## src/rtl/mphase_pwm_pkg.sv

```systemverilog
// Shared constants and types for the interleaved multiphase PWM sequencer.
// Assumes a fixed maximum of four channels; the strap decode relies on it.
package mphase_pwm_pkg;
    localparam int CH_MAX = 4;
    localparam int CNT_W  = 3;   // holds an active-channel count of up to 4

    typedef enum logic [1:0] {
        CH_ENABLED = 2'd0,  // window closed, waiting for a turn-on request
        CH_HIGH    = 2'd1,  // line driven high, waiting for termination
        CH_HOLDOFF = 2'd2   // forced-off window running
    } chan_state_e;
endpackage

```

## src/rtl/mphase_cfg_latch.sv

```systemverilog
// Captures the period and the straps while reset is low, then derives the
// active-channel count, the active mask, the tick spacing and the off window.
// Assumes the period is at least 8 so that spacings and window are non-zero.
module mphase_cfg_latch
    import mphase_pwm_pkg::*;
#(
    parameter int PW = 16
) (
    input  logic                     clk,
    input  logic                     rst_n,
    input  logic [PW-1:0]            period_i,
    input  logic [CH_MAX-1:0]        unused_i,
    output logic [PW-1:0]            period_o,
    output logic [CNT_W-1:0]         nact_o,
    output logic [CH_MAX-1:0]        active_o,
    output logic [PW-1:0]            step_o,
    output logic [PW-1:0]            toff_o
);
    logic [PW-1:0]     period_q;
    logic [CH_MAX-1:0] strap_q;

    // Capture: load configuration only while reset is held.
    always_ff @(posedge clk) begin
        if (!rst_n) begin
            period_q <= period_i;
            strap_q  <= unused_i;
        end
    end

    // Mode decode: the bit-2 strap wins over the bit-3 strap.
    always_comb begin
        if (strap_q[2])      nact_o = CNT_W'(2);
        else if (strap_q[3]) nact_o = CNT_W'(3);
        else                 nact_o = CNT_W'(4);
    end

    // Spacing: one period divided by the channel count, truncated.
    always_comb begin
        case (nact_o)
            CNT_W'(2): step_o = period_q >> 1;
            CNT_W'(3): step_o = period_q / PW'(3);
            default:   step_o = period_q >> 2;
        endcase
    end

    // Forced-off window is one third of the period, truncated.
    assign toff_o   = period_q / PW'(3);
    assign period_o = period_q;

    for (genvar g = 0; g < CH_MAX; g++) begin : g_act
        assign active_o[g] = (CNT_W'(g) < nact_o);
    end

    // configuration stays frozen once reset is released.
    assert_cfg_frozen_R1: assert property (@(posedge clk) disable iff (!rst_n)
        $past(rst_n) |-> ($stable(period_q) && $stable(strap_q)));
endmodule

```

## src/rtl/mphase_phase_timer.sv

```systemverilog
// Period counter plus per-channel termination tick decode. Slot k of the
// firing order fires at count k*step. The highest active channel takes
// slot 0, so channels fire in descending order. Assumes the period is at
// least 8, which keeps all slot counts distinct and below the period.
module mphase_phase_timer
    import mphase_pwm_pkg::*;
#(
    parameter int PW = 16
) (
    input  logic                     clk,
    input  logic                     rst_n,
    input  logic [PW-1:0]            period_i,
    input  logic [PW-1:0]            step_i,
    input  logic [CNT_W-1:0]         nact_i,
    input  logic [CH_MAX-1:0]        active_i,
    output logic [CH_MAX-1:0]        tick_o
);
    logic [PW-1:0] cnt_q;

    // Period counter: wraps at period-1 and starts at 0 out of reset.
    always_ff @(posedge clk) begin
        if (!rst_n)                         cnt_q <= '0;
        else if (cnt_q == period_i - PW'(1)) cnt_q <= '0;
        else                                cnt_q <= cnt_q + PW'(1);
    end

    for (genvar g = 0; g < CH_MAX; g++) begin : g_slot
        logic [CNT_W-1:0] slot;
        logic [PW-1:0]    offs;

        // Slot index within the firing order for this channel.
        assign slot = nact_i - CNT_W'(1) - CNT_W'(g);

        // Offset: slot times the spacing, built from additions.
        always_comb begin
            case (slot)
                CNT_W'(0): offs = '0;
                CNT_W'(1): offs = step_i;
                CNT_W'(2): offs = step_i + step_i;
                default:   offs = step_i + step_i + step_i;
            endcase
        end

        assign tick_o[g] = active_i[g] && (cnt_q == offs);
    end

    // at most one channel terminates on any edge.
    assert_single_tick_R3: assert property (@(posedge clk) disable iff (!rst_n)
        $onehot0(tick_o));
    // the counter never reaches the period.
    assert_cnt_in_period_R6: assert property (@(posedge clk) disable iff (!rst_n)
        cnt_q < period_i);
endmodule

```

## src/rtl/mphase_chan_ctl.sv

```systemverilog
// One PWM channel. A termination tick forces the line low and starts the
// off window. When the window ends the channel strobes for one cycle and
// becomes enabled. A request seen while enabled raises the line.
// Assumes the off window is at least one tick long.
module mphase_chan_ctl
    import mphase_pwm_pkg::*;
#(
    parameter int PW = 16
) (
    input  logic           clk,
    input  logic           rst_n,
    input  logic           active_i,
    input  logic           tick_i,
    input  logic [PW-1:0]  toff_i,
    input  logic           turn_on_i,
    output logic           pwm_o,
    output logic           sample_o
);
    chan_state_e   st_q;
    logic [PW-1:0] left_q;

    // Channel sequencing: termination first, then window, then enable.
    always_ff @(posedge clk) begin
        if (!rst_n || !active_i) begin
            st_q     <= CH_ENABLED;
            left_q   <= '0;
            pwm_o    <= 1'b0;
            sample_o <= 1'b0;
        end else begin
            sample_o <= 1'b0;
            if (tick_i) begin
                st_q   <= CH_HOLDOFF;
                left_q <= toff_i;
                pwm_o  <= 1'b0;
            end else begin
                case (st_q)
                    CH_HOLDOFF: begin
                        if (left_q <= PW'(1)) begin
                            st_q     <= CH_ENABLED;
                            sample_o <= 1'b1;
                        end else begin
                            left_q <= left_q - PW'(1);
                        end
                    end
                    CH_ENABLED: begin
                        if (turn_on_i) begin
                            st_q  <= CH_HIGH;
                            pwm_o <= 1'b1;
                        end
                    end
                    CH_HIGH: ;
                    default: st_q <= CH_ENABLED;
                endcase
            end
        end
    end

    // a termination edge leaves the line low.
    assert_low_after_tick_R6: assert property (@(posedge clk) disable iff (!rst_n)
        tick_i |=> !pwm_o);
    // the line is low for the whole window.
    assert_low_in_window_R7: assert property (@(posedge clk) disable iff (!rst_n)
        (st_q == CH_HOLDOFF) |-> !pwm_o);
    // the strobe lasts one cycle and comes only while the line is low.
    assert_strobe_single_R8: assert property (@(posedge clk) disable iff (!rst_n)
        sample_o |=> !sample_o);
    assert_strobe_line_low_R8: assert property (@(posedge clk) disable iff (!rst_n)
        sample_o |-> !pwm_o);
    // the line rises only after a request.
    assert_rise_needs_request_R9: assert property (@(posedge clk) disable iff (!rst_n)
        $rose(pwm_o) |-> $past(turn_on_i));
    // an inactive channel is quiet.
    assert_inactive_quiet_R10: assert property (@(posedge clk) disable iff (!rst_n)
        $past(!active_i) |-> (!pwm_o && !sample_o));
endmodule

```

## src/rtl/mphase_pwm_seq.sv

```systemverilog
// Top level of the interleaved multiphase PWM sequencer. It ties the
// configuration latch, the phase timer and one controller per channel.
// Assumes the period is at least 8 ticks.
module mphase_pwm_seq
    import mphase_pwm_pkg::*;
#(
    parameter int PW = 16
) (
    input  logic              clk,
    input  logic              rst_n,
    input  logic [PW-1:0]     period_i,
    input  logic [CH_MAX-1:0] unused_i,
    input  logic [CH_MAX-1:0] turn_on_i,
    output logic [CH_MAX-1:0] pwm_o,
    output logic [CH_MAX-1:0] sample_o
);
    logic [PW-1:0]     period_w;
    logic [CNT_W-1:0]  nact_w;
    logic [CH_MAX-1:0] active_w;
    logic [PW-1:0]     step_w;
    logic [PW-1:0]     toff_w;
    logic [CH_MAX-1:0] tick_w;

    mphase_cfg_latch #(.PW(PW)) u_cfg (
        .clk      (clk),
        .rst_n    (rst_n),
        .period_i (period_i),
        .unused_i (unused_i),
        .period_o (period_w),
        .nact_o   (nact_w),
        .active_o (active_w),
        .step_o   (step_w),
        .toff_o   (toff_w)
    );

    mphase_phase_timer #(.PW(PW)) u_timer (
        .clk      (clk),
        .rst_n    (rst_n),
        .period_i (period_w),
        .step_i   (step_w),
        .nact_i   (nact_w),
        .active_i (active_w),
        .tick_o   (tick_w)
    );

    for (genvar g = 0; g < CH_MAX; g++) begin : g_ch
        mphase_chan_ctl #(.PW(PW)) u_ch (
            .clk       (clk),
            .rst_n     (rst_n),
            .active_i  (active_w[g]),
            .tick_i    (tick_w[g]),
            .toff_i    (toff_w),
            .turn_on_i (turn_on_i[g]),
            .pwm_o     (pwm_o[g]),
            .sample_o  (sample_o[g])
        );
    end
endmodule

```

## config.mk

```make
export PLATFORM = sky130hd
export DESIGN_NAME = mphase_pwm_seq
export DESIGN_NICKNAME = d
export VERILOG_FILES = /design/src/rtl/mphase_pwm_pkg.sv /design/src/rtl/mphase_cfg_latch.sv /design/src/rtl/mphase_phase_timer.sv /design/src/rtl/mphase_chan_ctl.sv /design/src/rtl/mphase_pwm_seq.sv
export SDC_FILE = /design/constraint.sdc
export NUM_CORES = 1
export LEC_CHECK = 0
export BUFFER_PORTS_ARGS = -buffer_cell sky130_fd_sc_hd__buf_2
export CAP_MARGIN = 20
export CELL_PAD_IN_SITES_DETAIL_PLACEMENT = 1
export CELL_PAD_IN_SITES_GLOBAL_PLACEMENT = 2
export CORE_MARGIN = 5
export CORE_UTILIZATION = 41
export DETAILED_ROUTE_END_ITERATION = 12
export PLACE_DENSITY = 0.95
export SETUP_SLACK_MARGIN = 0.05
export SLEW_MARGIN = 10
export SYNTH_ARGS = -nofsm -noshare
export SYNTH_HDL_FRONTEND = slang
export SYNTH_HIERARCHICAL = 1
export SYNTH_SLANG_ARGS = --single-unit
```

## constraint.sdc

```tcl
create_clock -name clk -period 17.37 [get_ports clk]
set_input_delay 2.6055 -clock clk [delete_from_list [all_inputs] [get_ports clk]]
set_output_delay 2.6055 -clock clk [all_outputs]
set_load 0.005 [all_outputs]
```

==> flow_summary_export.csv, run 1 <==
group,metric,value,unit
yosys,synthSimpleGateAreaFrac,26.07,%
yosys,synth_area,0.01201,sq mm
setup_path,slowest_stage,"edfxtp_1",
cts,cts.clk_slew.worst_paths,70,ps
min_path,hp-class,"flip-flop to flip-flop",
yosys,ys_ff_latch,114,
cts,cts_resized,0,
drt,wl_per_cell,22.54,um
layout,diodes,0,
run_status,status,"finished clean",
drt,wl,44030,um
sta,maxSlewViolCount,0,
yosys,syn_avg_cell_area,7.509,sq um
cts,h-tree-depth,4,
yosys,synthCells,1600,
pwr,leakage,4.589,nW
drt,via_count,12802,
drt,routed_via_density,6.555,
layout,nets,1617,
sta,worst_hold_slack,483.1,ps
sta,finalHoldViolCount,0,
grt,track_usage,25.85,%
sta,min_period,10270,ps
cts,cts-root-buf,"clkbuf_16",
setup_path,regToRegSetupSlack,7100,ps
grt,grt_overflow,0,
sta,worst_pin_slew,1076,ps
setup_path,path_class,"flip-flop to flip-flop",
yosys,synth_area_leaders,"dfxtp_1, xnor2_1, o21ai_0",
die,coreArea,0.02886,sq mm
grt,grt_max_degree,39,
sta,max_freq,97.41,MHz
job,cap_violations,0,
cts,cts_buffers,17,
die,die_x,181.2,um
placed_design,place.gp.congestion,0.9331,
layout,design_area,0.01290,sq mm
min_path,hold_end,"g_ch[1].u_ch/st_q[0]",
grt,grt_pass1_wl,70060,um
sta,finClkSkew,16.02,ps
yosys,synth_xor_area_share,9.623,%
cts,numClockSinks,114,
cts,cts_setup_buffers,0,
setup_path,endpoint_kind,"flip-flop",
yosys,synth_edf_count,18,
cts,clock_latency,430,ps
drt,antenna_left,0,
die,die_h,181.2,um
placed_design,dp_hpwl,31060,um
drt,drc,0,
sta,slew-limit-headroom,28.30,%
min_path,hp-start,"g_ch[1].u_ch/st_q[1]",
yosys,async_flop_share,0,%
yosys,yosysMostFrequentCell,"nor2_1",
yosys,synthMuxAreaShare,2.114,%
setup_path,r2r-start,"u_cfg/period_o[14]",
setup_path,cp_max_fo,26,
setup_path,cp-start-kind,"flip-flop",
placed_design,portBuffers,31,
setup_path,critical-path-max-stage-delay,960,ps
sta,fin_crit_sh,59.10,%
yosys,synthAdderAreaFrac,3.791,%
die,row_count,62,
setup_path,ff2ff_path_depth,33,
yosys,synth_commonest_cells,"nor2_1, o21ai_0, nand2_1, a21oi_1, dfxtp_1",
sta,rsz0062_at_grt,"false",
cts,hold_buffers,0,
setup_path,required,17680,ps
grt,antenna_found_initial,0,
die,die_area,0.03283,sq mm
placed_design,placed_area,0.01231,sq mm
yosys,synth_top_family_by_area,"compound AO/OA/AOI/OAI gates",
grt,grt_pass1_vias,12611,
pwr,cellPowerDensity,96.12,mW/mm^2
yosys,synth_top_area_share,16.00,%
drt,dr.pass1.iters,7,
layout,fillCellCount,3617,
die,start_util,41.63,%
die,ios,34,
layout,drive_above_1_share,12.43,%
yosys,yosysSeqAreaShare,20.50,%
yosys,synth-compound-area-share,31.04,%
layout,final_core_util,44.70,%
sta,setup_violations,0,
cts,cts_buffer_depth,2,
sta,fin_tns_setup,0,ps
pwr,vdd_ir_drop_max,0.06711,mV
drt,drt_iter0_drc,1147,
yosys,yosys.cell_types.count,109,
layout,area_growth,7.374,%
yosys,synth_flop_cell,"dfxtp_1",
yosys,ys_warn_count,6,
setup_path,r2r_end,"g_ch[2].u_ch/left_q[6]",
cts,cts_tree,"built",
setup_path,critPathArrivalTime,10570,ps
min_path,hold_depth,1,
yosys,synth_area_leader_cell,"dfxtp_1",
setup_path,crit_path_frequent_cell,"inv_1",
-- final cells by class --
cell class	count	area, sq um	share of cell area, %
clock inverters	15	158.9	1.232
multi-input cells	1307	8760	67.90
clock buffers	17	425.4	3.298
well taps	384	480.5	3.725
repair buffers	68	432.9	3.356
inverters	48	180.2	1.397
flip-flops and latches	114	2462	19.09
-- per-stage QoR --
step           total power [mW]  instances  setup WS (ps)
2_1_floorplan            0.7058       1602           9875
5_1_grt                   1.296       1953           6344
3_5_place_dp             0.8638       1920           6713
3_3_place_gp             0.8495       1920           7021
4_1_cts                   1.227       1952           6492
6_report                  1.240       1953           7104
-- worst max path at each step --
stage	startpoint	slack, ps	cells past startpoint	end
final	u_cfg/period_o[14]	7100	33	g_ch[2].u_ch/left_q[6]
after global routing	u_cfg/period_o[13]	6340	33	g_ch[2].u_ch/left_q[6]
after CTS	u_cfg/period_o[14]	6490	33	g_ch[3].u_ch/left_q[11]
after detailed placement	u_cfg/period_o[14]	6710	33	g_ch[3].u_ch/left_q[9]
after global placement	u_cfg/period_o[14]	7020	33	g_ch[3].u_ch/left_q[15]
after floorplan	u_cfg/period_o[11]	9870	37	g_ch[0].u_ch/left_q[10]
-- cells in the final DEF (no fill, tap or decap), types with 31 or more instances in the layout --
cell,n
a21oi_1,113
a22oi_1,43
buf_2,31
buf_4,36
dfxtp_1,96
ha_1,34
inv_1,47
nand2_1,120
nand3_1,40
nor2_1,149
nor3_1,50
nor4_1,32
o21ai_0,125
xnor2_1,75
xor2_1,52
-- registers in the layout, summed over array words and instances, names as in the netlist --
name / count
g_ch.u_ch/pwm_o: 4
u_cfg/strap_q: 2
g_ch.u_ch/sample_o: 4
u_timer/cnt_q: 16
g_ch.u_ch/st_q: 8
g_ch.u_ch/left_q: 64
u_cfg/period_o: 16
-- where the power goes --
| group | total (mW) | switching, mW | internal (mW) | leakage, nW |
|---|---|---|---|---|
| clock | 0.361 | 0.157 | 0.204 | 0.288 |
| sequential | 0.293 | 0.0198 | 0.274 | 0.951 |
| combinational | 0.585 | 0.378 | 0.207 | 3.35 |
| total | 1.24 | 0.555 | 0.685 | 4.59 |
-- cells by family after synthesis --
family | Yosys count
flops | 114
simple gates | 576
xor+xnor | 129
fa+ha+maj | 36
other cells | 2
compound gates | 537
mux | 25
buf+inv | 181
-- routing by layer --
metal  GRT usage (%)  share of wire (%)
met4           9.727                3.4
met3           4.384                7.3
met1           34.23                 43
met2           42.23                 47
met5               0                  0
-- worst max-delay path, delay by kind of cell, from the launching register on --
| kind | cells | cell delay [ps] |
|---|---|---|
| compound gates | 14 | 3650 |
| flops | 1 | 960 |
| simple gates | 8 | 2510 |
| fa+ha+maj | 3 | 970 |
| buf+inv | 6 | 1240 |
| xor+xnor | 2 | 780 |
(Power assumes the default switching activity.)
==> inputs of run 2 (changes only) <==
--- a/config.mk
+++ b/config.mk
@@ -5,14 +5,15 @@
 export SDC_FILE = /design/constraint.sdc
 export NUM_CORES = 1
 export LEC_CHECK = 0
+export ABC_AREA = 1
 export BUFFER_PORTS_ARGS = -buffer_cell sky130_fd_sc_hd__buf_2
 export CAP_MARGIN = 20
 export CELL_PAD_IN_SITES_DETAIL_PLACEMENT = 1
 export CELL_PAD_IN_SITES_GLOBAL_PLACEMENT = 2
 export CORE_MARGIN = 5
-export CORE_UTILIZATION = 41
+export CORE_UTILIZATION = 34
 export DETAILED_ROUTE_END_ITERATION = 12
-export PLACE_DENSITY = 0.95
+export PLACE_DENSITY = 0.89
 export SETUP_SLACK_MARGIN = 0.05
 export SLEW_MARGIN = 10
 export SYNTH_ARGS = -nofsm -noshare
==> constraint.sdc (replaced) <==
create_clock -name clk -period 9.9 [get_ports clk]
set_input_delay 1.485 -clock clk [delete_from_list [all_inputs] [get_ports clk]]
set_output_delay 1.485 -clock clk [all_outputs]
set_load 0.005 [all_outputs]
==> run 2 against run 1 <==
  * Final cell count rose by 30%
  * Utilization fell by 7.5 points
  * Synthesized cell count rose by 29%
  * Non-clock buffer count fell by 29
  * Critical path depth rose by 26
  * Clock power rose by 64%
  * Global-route usage fell by 4.1 points
  * Wire length fell by 2.9%
  * Area after synthesis rose by 0.37%
  * Design area rose by 1.9%
  * Count of clock-buffer cells in the layout rose by 5
  * Via count rose by 3.8%
  * Critical path type unchanged
  * Critical endpoint is now g_ch[3].u_ch/left_q[7]
  * Highest routed layer unchanged
==> flow_summary_export.csv, run 2 <==
group,metric,value,unit
grt,grt_overflow,0,
setup_path,required,10180,ps
sta,worst_pin_slew,1070,ps
sta,maxSlewViolCount,0,
sta,fin_crit_sh,89.61,%
yosys,synth_area,0.01206,sq mm
layout,fillCellCount,4839,
drt,drt_iter0_drc,634,
placed_design,portBuffers,31,
setup_path,critical-path-max-stage-delay,460,ps
setup_path,crit_buf_inv,6,
yosys,synth_commonest_cells,"nand2_1, nand3_1, nor2_1, inv_1, dfxtp_1",
drt,met3_length,1327,um
cts,cts_buffers,17,
yosys,synth_edf_count,18,
cts,cts_setup_buffers,0,
drt,met2_length,21220,um
die,coreArea,0.03531,sq mm
layout,nets,2127,
cts,cts-root-buf,"clkbuf_16",
sta,setup_violations,0,
yosys,synthAdderAreaFrac,3.694,%
layout,drive_above_1_share,11.26,%
cts,hold_buffers,0,
yosys,synthMuxAreaShare,0,%
sta,min_period,8871,ps
setup_path,crit_path_frequent_cell,"nand2_1",
setup_path,cp_top_family,"simple AND/OR/NAND/NOR gates",
drt,met1_length,19570,um
min_path,hp-class,"flip-flop to flip-flop",
layout,final_common_cell,"nand2_1",
layout,largest_register_ff_count,64,
job,cap_violations,0,
yosys,syn_avg_cell_area,5.845,sq um
grt,grt_max_degree,21,
layout,design_area,0.01314,sq mm
setup_path,cp-start-kind,"flip-flop",
yosys,ys_warn_count,6,
die,die_x,198.3,um
grt,grt_pass1_vias,13335,
cts,h-tree-depth,4,
die,ios,34,
die,die_area,0.03933,sq mm
yosys,synth_flop_cell,"dfxtp_1",
cts,cts_tree,"built",
drt,routed_via_density,5.233,
run_status,status,"finished clean",
sta,fin_tns_setup,0,ps
drt,highest_layer,"met4",
sta,rsz0062_at_grt,"false",
placed_design,dp_hpwl,32750,um
die,die_h,198.3,um
layout,final_cell_mix,"nand2_1, nand3_1, nor2_1",
sta,max_freq,112.7,MHz
drt,wl,42760,um
layout,diodes,0,
yosys,synth_top_area_share,19.98,%
yosys,yosys.cell_types.count,51,
cts,cts_buffer_depth,2,
placed_design,place.gp.congestion,0.8964,
yosys,synth_area_leader_cell,"nand2_1",
drt,wl_per_cell,16.84,um
pwr,leakage,6.469,nW
grt,grt_pass1_wl,69460,um
setup_path,endpoint_kind,"flip-flop",
cts,cts.clk_slew.worst_paths,50,ps
die,start_util,34.15,%
sta,worst_hold_slack,465.8,ps
yosys,async_flop_share,0,%
yosys,synthCells,2063,
drt,dr.pass1.iters,5,
setup_path,cp_max_fo,17,
yosys,synth-compound-area-share,10.60,%
yosys,yosysMostFrequentCell,"nand2_1",
yosys,synth_top_family_by_area,"simple AND/OR/NAND/NOR gates",
setup_path,critPathArrivalTime,9150,ps
setup_path,path_class,"flip-flop to flip-flop",
yosys,synth_area_leaders,"nand2_1, dfxtp_1, nand3_1",
drt,via_count,13287,
yosys,yosysSeqAreaShare,20.42,%
placed_design,placed_area,0.01258,sq mm
cts,clock_latency,430,ps
sta,finalHoldViolCount,0,
yosys,synth_xor_area_share,4.140,%
sta,slew-limit-headroom,28.58,%
layout,area_growth,8.964,%
pwr,vdd_ir_drop_max,0.1094,mV
drt,antenna_left,0,
drt,drc,0,
pwr,cellPowerDensity,155.6,mW/mm^2
grt,antenna_found_initial,0,
cts,numClockSinks,114,
die,row_count,69,
grt,track_usage,21.77,%
sta,finClkSkew,13.19,ps
yosys,synthSimpleGateAreaFrac,50.03,%
layout,top_register,"g_ch.u_ch/left_q",
setup_path,slowest_stage,"edfxtp_1",
yosys,ys_ff_latch,114,
[run 2: changes by cell type after synthesis, sizes merged, moves of 23 or more]
cell,before,now
a211oi,29,1
nor4,46,4
xnor2,77,13
a21oi,117,58
nor2,151,299
clkbuf,81,27
nor3,56,12
nand2,121,689
nand3,41,289
a22oi,44,1
a22o,23,0
o21ai,129,58
inv,47,266
[run 2: tightest hold or removal path: stages, from the launching register on]
cell	delay, ps
dfxtp_1	320
a21oi_1	40
nor2_1	70
[run 2: worst paths after layout]
kind,cells past startpoint,from,slack (ps),to
setup reg to reg,59,u_cfg/period_o[15],1030,g_ch[3].u_ch/left_q[7]
setup / recovery,59,u_cfg/period_o[15],1030,g_ch[3].u_ch/left_q[7]
hold reg to reg,2,g_ch[0].u_ch/pwm_o,470,g_ch[0].u_ch/pwm_o
hold / removal,2,g_ch[0].u_ch/pwm_o,470,g_ch[0].u_ch/pwm_o
[run 2: cells by family (layout without fill, tap and decap cells)]
group                      Yosys count  in the layout
xor gates and xnor gates            57             57
and+or+nand+nor                   1335           1335
buffers and inverters              328            341
DFF                                114            114
AOI/OAI and AO/OA                  192            192
other                                2              4
adders and majority gates           35             35
[run 2: area by class of cell]
type	count	area [sq um]	share of cell area (%)
Clock inverter	9	81.33	0.6189
Multi-Input combinational cell	1623	8274	62.97
Tap cell	461	576.8	4.390
Inverter	271	1056	8.037
Sequential cell	114	2462	18.74
Timing Repair Buffer	39	215.2	1.638
Clock buffer	22	474.2	3.609
[run 2: metal layers]
metal  vias up  global-route usage [%]
met1      6396                   28.00
met4         0                   4.514
met2       226                   39.35
met3        33                   2.433
li1       6632                       -
met5         -                       0
[run 2: repair_timing]
item | in CTS | in global routing
endpoints found under the setup margin | 0 | 58
hold endpoints to repair | 0 | 0
gates resized for setup | 0 | 4
[run 2: metrics by stage]
| stage | setup WS [ps] | cells | util [%] | power (mW) |
|---|---|---|---|---|
| finish | 1029 | 2539 | 37.21 | 2.045 |
| global route | 116.0 | 2539 | 37.21 | 2.195 |
| CTS | 619.5 | 2539 | 37.20 | 2.055 |
| detailed placement | 628.0 | 2508 | 35.62 | 1.452 |
| global placement | 956.4 | 2508 | 35.62 | 1.420 |
| floorplan | 3331 | 2065 | - | 1.191 |
[run 2: power by group]
group | internal (mW) | switching (mW) | total, mW
clock network | 0.362 | 0.231 | 0.593
registers | 0.480 | 0.0154 | 0.496
logic | 0.281 | 0.675 | 0.955
total | 1.12 | 0.921 | 2.04
==> inputs of run 3 (changes only) <==
--- a/config.mk
+++ b/config.mk
@@ -14,7 +14,9 @@
 export CORE_UTILIZATION = 34
 export DETAILED_ROUTE_END_ITERATION = 12
 export PLACE_DENSITY = 0.89
+export RECOVER_POWER = 50
 export SETUP_SLACK_MARGIN = 0.05
+export SKIP_CTS_REPAIR_TIMING = 1
 export SLEW_MARGIN = 10
 export SYNTH_ARGS = -nofsm -noshare
 export SYNTH_HDL_FRONTEND = slang
==> run 3 against run 2 <==
  * Clock skew barely moved
  * First-iteration DRC count rose by 4.6%
  * Count of clock-buffer cells in the layout did not move
  * Die area did not move
  * Fmax fell by 0.12%
  * Combinational power barely moved
  * Via count fell by 0.41%
  * Power did not move
  * Critical path type unchanged
  * Critical endpoint unchanged
  * Largest cell class unchanged
==> flow_summary_export.csv, run 3 (synthesis gave the netlist of run 2 again) <==
group,metric,value,unit
run_status,status,"finished clean",
placed_design,portBuffers,31,
layout,diodes,0,
die,die_x,198.3,um
drt,routed_via_density,5.212,
grt,antenna_found_initial,0,
cts,cts-root-buf,"clkbuf_16",
cts,cts_tree,"built",
setup_path,critPathArrivalTime,9170,ps
cts,cts_buffer_depth,2,
setup_path,critical-path-max-stage-delay,460,ps
layout,area_growth,8.705,%
grt,grt_overflow,0,
sta,finalHoldViolCount,0,
setup_path,crit_buf_inv,6,
die,ios,34,
pwr,p_total,2.045,mW
setup_path,endpoint_kind,"flip-flop",
die,die_h,198.3,um
die,die_area,0.03933,sq mm
layout,drive_above_1_share,10.44,%
sta,slew-limit-headroom,26.32,%
setup_path,cp_max_fo,17,
layout,top_register,"g_ch.u_ch/left_q",
placed_design,dp_slack,628.0,ps
min_path,hp-class,"flip-flop to flip-flop",
cts,numClockSinks,114,
drt,highest_layer,"met4",
layout,fillCellCount,4845,
layout,final_common_cell,"nand2_1",
drt,drt_iter0_drc,663,
sta,maxSlewViolCount,0,
drt,dr.pass1.iters,4,
cts,cts.clk_slew.worst_paths,50,ps
cts,h-tree-depth,4,
sta,rsz0062_at_grt,"false",
layout,design_area,0.01311,sq mm
pwr,cellPowerDensity,156.0,mW/mm^2
die,start_util,34.15,%
die,coreArea,0.03531,sq mm
sta,fin_tns_setup,0,ps
layout,nets,2127,
setup_path,required,10180,ps
drt,met1_length,19770,um
sta,fin_crit_sh,89.71,%
setup_path,regToRegSetupSlack,1020,ps
cts,clock_latency,430,ps
grt,grt_pass1_vias,13335,
drt,via_count,13232,
sta,setup_ws,1018,ps
drt,antenna_left,0,
die,row_count,69,
setup_path,path_class,"flip-flop to flip-flop",
grt,track_usage,21.77,%
setup_path,cp-start-kind,"flip-flop",
placed_design,placed_area,0.01258,sq mm
pwr,leakage,6.414,nW
cts,cts_buffers,17,
sta,max_freq,112.6,MHz
sta,worst_hold_slack,468.9,ps
drt,wl_per_cell,16.82,um
drt,wl,42720,um
drt,drc,0,
sta,finClkSkew,12.78,ps
grt,grt_max_degree,21,
grt,grt_pass1_wl,69460,um
job,cap_violations,0,
drt,met3_length,1080,um
setup_path,slowest_stage,"edfxtp_1",
sta,min_period,8882,ps
setup_path,crit_path_frequent_cell,"nand2_1",
pwr,vdd_ir_drop_max,0.1098,mV
layout,largest_register_ff_count,64,
layout,final_cell_mix,"nand2_1, nand3_1, nor2_1",
placed_design,dp_hpwl,32750,um
setup_path,cp_top_family,"simple AND/OR/NAND/NOR gates",
sta,worst_pin_slew,1104,ps
drt,met2_length,21210,um
placed_design,place.gp.congestion,0.8964,
sta,setup_violations,0,
==> run 3: final timing paths <==
check	startpoint	end	cells after the start
max reg2reg	u_cfg/period_o[15]	g_ch[3].u_ch/left_q[7]	59
max	u_cfg/period_o[15]	g_ch[3].u_ch/left_q[7]	59
min	g_ch[0].u_ch/pwm_o	g_ch[0].u_ch/pwm_o	2
min reg2reg	g_ch[0].u_ch/pwm_o	g_ch[0].u_ch/pwm_o	2
==> run 3: tightest hold or removal path, cell delays in order, from the launching register on <==
cell and delay (ps):
dfxtp_1 330, a21oi_1 40, nor2_1 70
==> run 3: area by class of cell <==
cell class | count | area, sq um | area share, %
repair buffers | 39 | 191.4 | 1.460
multi-input cells | 1623 | 8267 | 63.06
well taps | 461 | 576.8 | 4.400
clock inverters | 9 | 81.33 | 0.6204
clock buffers | 22 | 474.2 | 3.617
flip-flops and latches | 114 | 2462 | 18.78
inverters | 271 | 1056 | 8.056
==> run 3: per-stage QoR <==
stage                     util (%)  std cells
after global routing         37.12       2539
after floorplan                  -       2065
final                        37.12       2539
after global placement       35.62       2508
after CTS                    37.20       2539
after detailed placement     35.62       2508
==> run 3: where the power goes <==
group          internal, mW  total, mW  switching, mW
logic                 0.280      0.955          0.675
clock network         0.362      0.594          0.232
registers             0.480      0.496         0.0154
total                  1.12       2.04          0.922
==> run 3: metal layers <==
| layer | vias up | track usage (%) |
|---|---|---|
| met4 | 0 | 4.514 |
| met3 | 34 | 2.433 |
| li1 | 6633 | - |
| met2 | 178 | 39.35 |
| met1 | 6387 | 28.00 |
| met5 | - | 0 |
